## src/rtl/regop_pkg.sv

```systemverilog
package regop_pkg;

  typedef enum logic [1:0] {
    ST_IDLE = 2'd0,
    ST_PFX  = 2'd1,
    ST_OPND = 2'd2
  } seq_state_t;

  typedef enum logic [1:0] {
    SZ8  = 2'd0,
    SZ16 = 2'd1,
    SZ32 = 2'd2,
    SZ64 = 2'd3
  } opsize_t;

  // captured extension byte: only the bits the decoder uses
  typedef struct packed {
    logic present;
    logic w64;
    logic src_x;
    logic dst_x;
  } ext_t;

  localparam logic [7:0] BYTE_OSZ  = 8'h66;
  localparam logic [3:0] EXT_NIB   = 4'h4;
  localparam logic [6:0] OPC_ADD_U = 7'h00;   // 0x00 / 0x01
  localparam logic [1:0] MOD_REG   = 2'b11;
  localparam int         CODE_W    = 3;
  localparam int         REG_W     = CODE_W + 1;

endpackage

```

## src/rtl/regop_rstsync.sv

```systemverilog
module regop_rstsync #(
  parameter int STAGES = 2
) (
  input  logic clk,
  input  logic rst_n,
  output logic rst_n_sync
);

  logic [STAGES-1:0] sync_q;

  always_ff @(posedge clk or negedge rst_n) begin
    if (!rst_n) sync_q <= '0;
    else        sync_q <= {sync_q[STAGES-2:0], 1'b1};
  end

  assign rst_n_sync = sync_q[STAGES-1];

endmodule

```

## src/rtl/regop_fsm.sv

```systemverilog
module regop_fsm
  import regop_pkg::*;
#(
  parameter  int MAX_PFX = 2,
  localparam int CNT_W   = $clog2(MAX_PFX + 1)
) (
  input  logic             clk,
  input  logic             rst_n,
  input  logic             byte_valid,
  input  logic [7:0]       byte_in,
  output logic             fire,
  output logic             fault,
  output ext_t             ext_o,
  output logic             osz_o,
  output logic             wide_o,
  output logic [CNT_W-1:0] cnt_o
);

  seq_state_t       state_q, state_d;
  ext_t             ext_q, ext_d;
  logic             osz_q, osz_d;
  logic             wide_q, wide_d;
  logic [CNT_W-1:0] cnt_q, cnt_d;

  logic is_ext, is_osz, is_opc, pfx_full;

  assign is_ext   = (byte_in[7:4] == EXT_NIB);
  assign is_osz   = (byte_in == BYTE_OSZ);
  assign is_opc   = (byte_in[7:1] == OPC_ADD_U);
  assign pfx_full = (cnt_q == CNT_W'(MAX_PFX));

  // next-state process
  always_comb begin
    state_d = state_q;
    ext_d   = ext_q;
    osz_d   = osz_q;
    wide_d  = wide_q;
    cnt_d   = cnt_q;
    fire    = 1'b0;
    fault   = 1'b0;

    if (byte_valid) begin
      unique case (state_q)
        ST_IDLE, ST_PFX: begin
          if (is_ext || is_osz) begin
            if (pfx_full) begin
              fault   = 1'b1;
              state_d = ST_IDLE;
              ext_d   = '0;
              osz_d   = 1'b0;
              wide_d  = 1'b0;
              cnt_d   = '0;
            end else begin
              state_d = ST_PFX;
              cnt_d   = cnt_q + CNT_W'(1);
              if (is_ext) begin
                ext_d = '{present: 1'b1, w64: byte_in[3],
                          src_x: byte_in[2], dst_x: byte_in[0]};
              end else begin
                osz_d = 1'b1;
                ext_d = '0;   // extension no longer adjacent to the opcode
              end
            end
          end else if (is_opc) begin
            state_d = ST_OPND;
            wide_d  = byte_in[0];
          end else begin
            fault   = 1'b1;
            state_d = ST_IDLE;
            ext_d   = '0;
            osz_d   = 1'b0;
            wide_d  = 1'b0;
            cnt_d   = '0;
          end
        end
        ST_OPND: begin
          if (byte_in[7:6] == MOD_REG) fire  = 1'b1;
          else                         fault = 1'b1;
          state_d = ST_IDLE;
          ext_d   = '0;
          osz_d   = 1'b0;
          wide_d  = 1'b0;
          cnt_d   = '0;
        end
        default: begin
          state_d = ST_IDLE;
          ext_d   = '0;
          osz_d   = 1'b0;
          wide_d  = 1'b0;
          cnt_d   = '0;
        end
      endcase
    end
  end

  // register process
  always_ff @(posedge clk or negedge rst_n) begin
    if (!rst_n) begin
      state_q <= ST_IDLE;
      ext_q   <= '0;
      osz_q   <= 1'b0;
      wide_q  <= 1'b0;
      cnt_q   <= '0;
    end else if (byte_valid) begin
      state_q <= state_d;
      ext_q   <= ext_d;
      osz_q   <= osz_d;
      wide_q  <= wide_d;
      cnt_q   <= cnt_d;
    end
  end

  assign ext_o  = ext_q;
  assign osz_o  = osz_q;
  assign wide_o = wide_q;
  assign cnt_o  = cnt_q;

endmodule

```

## src/rtl/regop_regmap.sv

```systemverilog
module regop_regmap
  import regop_pkg::*;
(
  input  logic [CODE_W-1:0] code,
  input  logic              ext_bit,
  input  logic              ext_present,
  input  logic              byte_op,
  output logic [REG_W-1:0]  reg_num,
  output logic              hi8
);

  always_comb begin
    hi8 = byte_op && !ext_present && code[CODE_W-1];
    if (hi8) reg_num = {{(REG_W-CODE_W+1){1'b0}}, code[CODE_W-2:0]};
    else     reg_num = {ext_bit, code};
  end

endmodule

```

## src/rtl/regop_decoder.sv

```systemverilog
module regop_decoder
  import regop_pkg::*;
#(
  parameter  int MAX_PFX = 2,
  localparam int CNT_W   = $clog2(MAX_PFX + 1),
  localparam int LEN_W   = $clog2(MAX_PFX + 3)
) (
  input  logic             clk,
  input  logic             rst_n,
  input  logic             byte_valid,
  input  logic [7:0]       byte_in,
  output logic             done,
  output logic             err,
  output logic [1:0]       op_size,
  output logic [3:0]       src_reg,
  output logic             src_hi8,
  output logic [3:0]       dst_reg,
  output logic             dst_hi8,
  output logic [LEN_W-1:0] inst_len
);

  localparam int NOPS = 2;   // 0: source, 1: destination

  logic             rst_core_n;
  logic             fire, fault;
  ext_t             ext;
  logic             osz, wide;
  logic [CNT_W-1:0] cnt;

  logic [CODE_W-1:0] op_code [NOPS];
  logic              op_ext  [NOPS];
  logic [REG_W-1:0]  op_reg  [NOPS];
  logic              op_hi   [NOPS];

  opsize_t          size_d, size_q;
  logic [LEN_W-1:0] len_d, len_q;
  logic [REG_W-1:0] src_q, dst_q;
  logic             src_hi_q, dst_hi_q;
  logic             done_q, err_q;

  regop_rstsync #(.STAGES(2)) u_rst (
    .clk        (clk),
    .rst_n      (rst_n),
    .rst_n_sync (rst_core_n)
  );

  regop_fsm #(.MAX_PFX(MAX_PFX)) u_fsm (
    .clk        (clk),
    .rst_n      (rst_core_n),
    .byte_valid (byte_valid),
    .byte_in    (byte_in),
    .fire       (fire),
    .fault      (fault),
    .ext_o      (ext),
    .osz_o      (osz),
    .wide_o     (wide),
    .cnt_o      (cnt)
  );

  assign op_code[0] = byte_in[5:3];
  assign op_code[1] = byte_in[2:0];
  assign op_ext[0]  = ext.src_x;
  assign op_ext[1]  = ext.dst_x;

  for (genvar i = 0; i < NOPS; i++) begin : g_opnd
    regop_regmap u_map (
      .code        (op_code[i]),
      .ext_bit     (op_ext[i]),
      .ext_present (ext.present),
      .byte_op     (!wide),
      .reg_num     (op_reg[i]),
      .hi8         (op_hi[i])
    );
  end

  always_comb begin
    if (!wide)                     size_d = SZ8;
    else if (ext.present && ext.w64) size_d = SZ64;
    else if (osz)                  size_d = SZ16;
    else                           size_d = SZ32;
    len_d = LEN_W'(cnt) + LEN_W'(2);
  end

  // pulse registers
  always_ff @(posedge clk or negedge rst_core_n) begin
    if (!rst_core_n) begin
      done_q <= 1'b0;
      err_q  <= 1'b0;
    end else begin
      done_q <= fire;
      err_q  <= fault;
    end
  end

  // result registers, enabled by a completed decode
  always_ff @(posedge clk or negedge rst_core_n) begin
    if (!rst_core_n) begin
      size_q   <= SZ8;
      len_q    <= '0;
      src_q    <= '0;
      dst_q    <= '0;
      src_hi_q <= 1'b0;
      dst_hi_q <= 1'b0;
    end else if (fire) begin
      size_q   <= size_d;
      len_q    <= len_d;
      src_q    <= op_reg[0];
      dst_q    <= op_reg[1];
      src_hi_q <= op_hi[0];
      dst_hi_q <= op_hi[1];
    end
  end

  assign done     = done_q;
  assign err      = err_q;
  assign op_size  = size_q;
  assign inst_len = len_q;
  assign src_reg  = src_q;
  assign dst_reg  = dst_q;
  assign src_hi8  = src_hi_q;
  assign dst_hi8  = dst_hi_q;

endmodule

```

## config.mk

```make
export PLATFORM = sky130hd
export DESIGN_NAME = regop_decoder
export DESIGN_NICKNAME = d
export VERILOG_FILES = /design/src/rtl/regop_pkg.sv /design/src/rtl/regop_rstsync.sv /design/src/rtl/regop_fsm.sv /design/src/rtl/regop_regmap.sv /design/src/rtl/regop_decoder.sv
export SDC_FILE = /design/constraint.sdc
export NUM_CORES = 1
export LEC_CHECK = 0
export BUFFER_PORTS_ARGS = -buffer_cell sky130_fd_sc_hd__buf_2
export CAP_MARGIN = 20
export CORE_MARGIN = 3
export CORE_UTILIZATION = 35
export CTS_BUF_LIST = sky130_fd_sc_hd__clkbuf_4 sky130_fd_sc_hd__clkbuf_8
export DETAILED_ROUTE_END_ITERATION = 6
export SLEW_MARGIN = 40
export SYNTH_ARGS = -nofsm -noshare
export SYNTH_HDL_FRONTEND = slang
export SYNTH_SLANG_ARGS = --single-unit
```

## constraint.sdc

```tcl
create_clock -name clk -period 1.2 [get_ports clk]
set_clock_uncertainty 0.05 [all_clocks]
set_input_delay 0.06 -clock clk [delete_from_list [all_inputs] [get_ports clk]]
set_output_delay 0.06 -clock clk [all_outputs]
set_load 0.05 [all_outputs]
```

# Word-level counts from Yosys, hierarchy flattened
# Index checks and enable logic that the tools add are counted.
[word_totals]
register_bits = 29
input_bits = 11
[op_classes]
addsub = 2
eq_ne = 9
muxes = 36
n_reduce_logical = 13
[ops]
columns = ["op", "n"]
rows = [
  ["2-to-1 mux 4 bit", 7],
  ["2-to-1 mux 2 bit", 10],
  ["2-to-1 mux 1 bit", 18],
  ["== test 8 x 7 -> 1 bit (second input constant)", 1],
  ["zero test 7 bit", 1],
  ["== test 2 bit (second input constant)", 3],
  ["== test 4 x 3 -> 1 bit (second input constant)", 1],
  ["logical AND 1 bit", 4],
  ["inequality test 4 bit (second input constant)", 1],
  ["AND reduction 2 bit", 2],
  ["adder 2 x 2 -> 3 bit (second input constant)", 1],
  ["inequality test 3 x 2 -> 1 bit (second input constant)", 1],
  ["inequality test 3 bit (second input constant)", 1],
  ["AND reduction 3 bit", 1],
  ["adder 2 x 1 -> 2 bit (second input constant)", 1],
  ["== test 2 x 1 -> 1 bit (second input constant)", 1],
  ["zero test 1 bit", 2],
  ["zero test 2 bit", 1],
  ["case mux 1 bit (2 select lines)", 1],
  ["OR reduction 2 bit", 1],
  ["logical OR 1 bit", 1],
]

# Logic depth before layout (Yosys ltp)
[depth]
word_depth = 5
mapped_depth = 6
mapped_depth_nobuf = 4

# Modules after synthesis
# From an unflattened synthesis, not the netlist that was laid out.
[hier_totals]
hier_cells = 113
area_unflattened_um2 = 1415.1
[by_module_without_submodules]
columns = ["module", "instances", "cells_each", "area_per_inst_um2"]
rows = [
  ["regop_decoder", 1, 41, 668.1],
  ["regop_fsm", 1, 57, 605.6],
  ["regop_regmap", 2, 6, 43.8],
  ["regop_rstsync", 1, 3, 53.8],
]

# Least setup slack after synthesis
# OpenSTA, ideal clock, no wires.
[synth_path]
path_kind = "register to register"
start = "register u_fsm.cnt_q[1] (netlist: u_fsm.cnt_o[1])"
end = "register u_fsm.osz_q (netlist: u_fsm.osz_o)"
setup_time_ps = 128
arrival_time_ps = 1475
required_time_ps = 1022
path_slack_ps = -452
path_stages_with_launch = 5
period_less_slack_ps = 1652
path_cell_list = "dfrtp_1 and2b_4 or4_4 nor2b_4 mux2_1"
[synth_between]
elab_chain_len = 4
[synth_rtl]
columns = ["element", "line", "text"]
rows = [
  ["start: declaration", "regop_fsm.sv:23", "logic [CNT_W-1:0] cnt_q, cnt_d;"],
  ["start signal: assignment", "regop_fsm.sv:109", "cnt_q <= cnt_d;"],
  ["== test 2 bit *", "regop_fsm.sv:30", "assign pfx_full = (cnt_q == CNT_W'(MAX_PFX));"],
  ["2-to-1 mux 1 bit", "regop_fsm.sv:46", "if (pfx_full) begin"],
  ["2-to-1 mux 1 bit", "regop_fsm.sv:45", "if (is_ext || is_osz) begin"],
  ["2-to-1 mux 1 bit", "regop_fsm.sv:43", "unique case (state_q)"],
  ["end signal: assignment", "regop_fsm.sv:107", "osz_q <= osz_d;"],
  ["end: declaration", "regop_fsm.sv:21", "logic osz_q, osz_d;"],
]
# Mark *: on every way between the ends. The rest lies on a longest branch, timed or not.
# A chain may end at the register's enable or synchronous reset.

# Worst setup path in the final report
# Same ends and word-level chain as after synthesis.

==> results_dict.tcl <==
set metrics [dict create \
    status "finished with violations" \
    violations "setup timing" \
    muxShareOfSynthArea 0.05516 \
    io-pin-count 28 \
    drtAntennaViolNets 0 \
    synthArstFlopShare 1.000 \
    synth-simple-area-share 0.1767 \
    rsz0062_at_grt "true" \
    grtUsageTotal 0.1548 \
    core-area_sq_um 3203 \
    yosys.area.top_type "dfrtp_1" \
    synth.distinct_cells 27 \
    drtIter0Drc 32 \
    io_buffer_count 27 \
    swShare 0.2620 \
    drtPass1Iterations 4 \
    vdd_ir_drop_max_v 0.0005687 \
    synthTopCellsByCount "29 x dfrtp_1, 29 x nand2_1, 9 x o21ai_1" \
    place.gp.congestion 0.8570 \
    syn2layout_area_growth_pct 54.44 \
    arrival_ns 1.79 \
    dp_hpwl_mm 1.939 \
    layoutNonFillerInstCount 223 \
    synth-xor-area-share 0 \
    setup_slack_ns -0.4313 \
    nets 190 \
    synth_warnings 0 \
    drv_cap 0 \
    drt-total-wl_mm 2.768 \
    grt_antenna_before_repair 0 \
    wl_per_cell_microns 12.41 \
    power_density_nw_per_um2 1009 \
    grt_remaining_overflow 0 \
    critPathMaxFanout 3 \
    tritoncts "yes" \
    clockBufferDepth 2 \
    crit_slowest_cell "or4_4" \
    min_from "byte_in[0]" \
    seq_power_share 0.537 \
    clk_pin_slew_ns 0.08 \
    dieArea_sq_um 4246 \
    via_per_inst 4.740 \
    syn_area_sq_um 1225 \
    reg2reg_setup_slack_ns -0.43 \
    critPathLaunch "u_fsm.cnt_o[1]" \
    start_util 0.3824 \
    cp_top_family "simple AND/OR/NAND/NOR gates" \
    min_period_ns 1.631 \
    regArea_sq_um 725.7 \
    synthFlopType "dfrtp_1" \
    synth-edff-count 0 \
    switchingPower_w 0.0005001 \
    pwr-share-clk 0.322 \
    synth_top_family_by_area "simple AND/OR/NAND/NOR gates" \
    hold_path_class "in2reg" \
    cts_num_sinks 29 \
    placed_cells 206 \
    worstPathCellList "and2b_4 > or4_4 > nor2b_4 > mux2_4" \
    critPathMaxStageDelay_ns 0.48 \
    clk_latency_ns 0.32 \
    synthAdderAreaFrac 0 \
    period_share 1.359 \
    dieWidth_microns 65.16 \
    setup_viol 25 \
    cp.required_ns 1.36 \
    drc 0 \
    p_leak_nw 0.9676 \
    postLayoutCoreUtil 0.5906 \
    htree_levels 2 \
    intPower_w 0.001409 \
    synth_cells 116 \
    avgSynthCellArea_sq_um 10.56 \
    final-hold-violation-count 0 \
    die_h_microns 65.16 \
    netlist.area_leader.share 0.5924 \
    multi_input_area_sq_um 560.5 \
    slew_viol_final 0 \
    fill_cells 302 \
    syn-num-nets 127 \
    crit_path_end_kind "flop" \
    num_vias 1057 \
    synth_compound_area_frac 0.1267 \
    grt_max_degree 28 \
    crit_path_start_kind "flop" \
    synth-seq-cells 29 \
    rows 20 \
    p_comb_frac 0.141 \
    antenna_cells 0 \
    critPathBufInv 0 \
    cts_buffers 5 \
    reg2reg_from "u_fsm.cnt_o[1]" \
    crit_type "reg2reg" \
    drive_gt1_frac 0.5642 \
    grt_pass1_vias 1108 \
    grt_pass1_wl_mm 4.899 \
    cts_root_buffer "clkbuf_4" \
    seq_area_frac_synth 0.5924 \
    synthTopCellsByArea "dfrtp_1 59%, nand2_1 8.9%, mux2_2 4.6%" \
    clock.fmax_mhz 613.0 \
]
[cells in the final DEF, fill, tap and decap left out, types with 4 or more instances in the layout]
cell type and instances:
dfrtp_1 29, buf_2 27, buf_4 21, nand2_1 18
nand2_2 7, o21ai_2 7, inv_1 6, o21ai_1 6
clkbuf_4 6, mux2_2 5, buf_6 5, nand2_4 4
[worst min-delay path: stages]
cell	delay [ns]
buf_2	0.11
inv_1	0.10
o21ai_1	0.08
[per-layer routing]
layer	track usage	wire, microns	vias to the layer above
met3	0.05983	168	2
met2	0.2617	1423	31
met5	0	0	-
met4	0.04404	12	0
li1	-	-	523
met1	0.1823	1164	501
[logic make-up after synthesis]
group / Yosys count
AO/OA/AOI/OAI: 25
AND/OR/NAND/NOR: 43
flip-flops: 29
buffers and inverters: 12
other: 1
multiplexers: 6
[path summary, 6_finish.rpt]
| path | endpoint | cells after the start |
|---|---|---|
| hold / removal | dst_reg[0] | 3 |
| setup / recovery | u_fsm.osz_o | 4 |
| max in group asynchronous | u_rst.sync_q[1] | 3 |
| setup reg to reg | u_fsm.osz_o | 4 |
| hold reg to reg | src_reg[0] | 1 |
| min in group asynchronous | src_reg[0] | 1 |
[metrics by stage]
step	total power, W	hold WS [ns]	TNS (ns)	worst slack, ns	instance area (sq um)
floorplan	0.001184	-0.2856	-5.622	-0.4516	1244
global placement	0.001277	-0.2034	-6.830	-0.4005	1562
detailed placement	0.001282	-0.2033	-7.088	-0.4232	1562
CTS	0.001924	0.003159	-8.123	-0.4298	1844
global route	0.002019	0.005150	-9.102	-0.4656	1892
finish	0.001909	0.01189	-8.002	-0.4313	1892
[area by class of cell]
cell class | instances | share of cell area
sequential | 29 | 0.3836
multi-input combinational | 75 | 0.2963
inverter | 8 | 0.01587
timing repair buffer | 60 | 0.2440
clock buffer | 7 | 0.03108
tap | 44 | 0.02910
[power groups by stage]
stage	logic (W)	clock network (W)	registers, W
floorplan	0.0000621	0	0.00112
global placement	0.000238	0	0.00104
detailed placement	0.000241	0	0.00104
CTS	0.000265	0.000635	0.00102
global route	0.000294	0.000695	0.00103
finish	0.000269	0.000615	0.00102
[timing repair]
item | 4_1_cts | 5_1_grt
pin swaps | 16 | 3
setup buffers | 4 | 2
hold endpoints to repair | 3 | 0
endpoints found under the setup margin | 25 | 25
resized for setup | 30 | 10
cloned | 1 | 0
hold buffers | 3 | 0
Note: power is estimated with default switching activity, not from simulation.
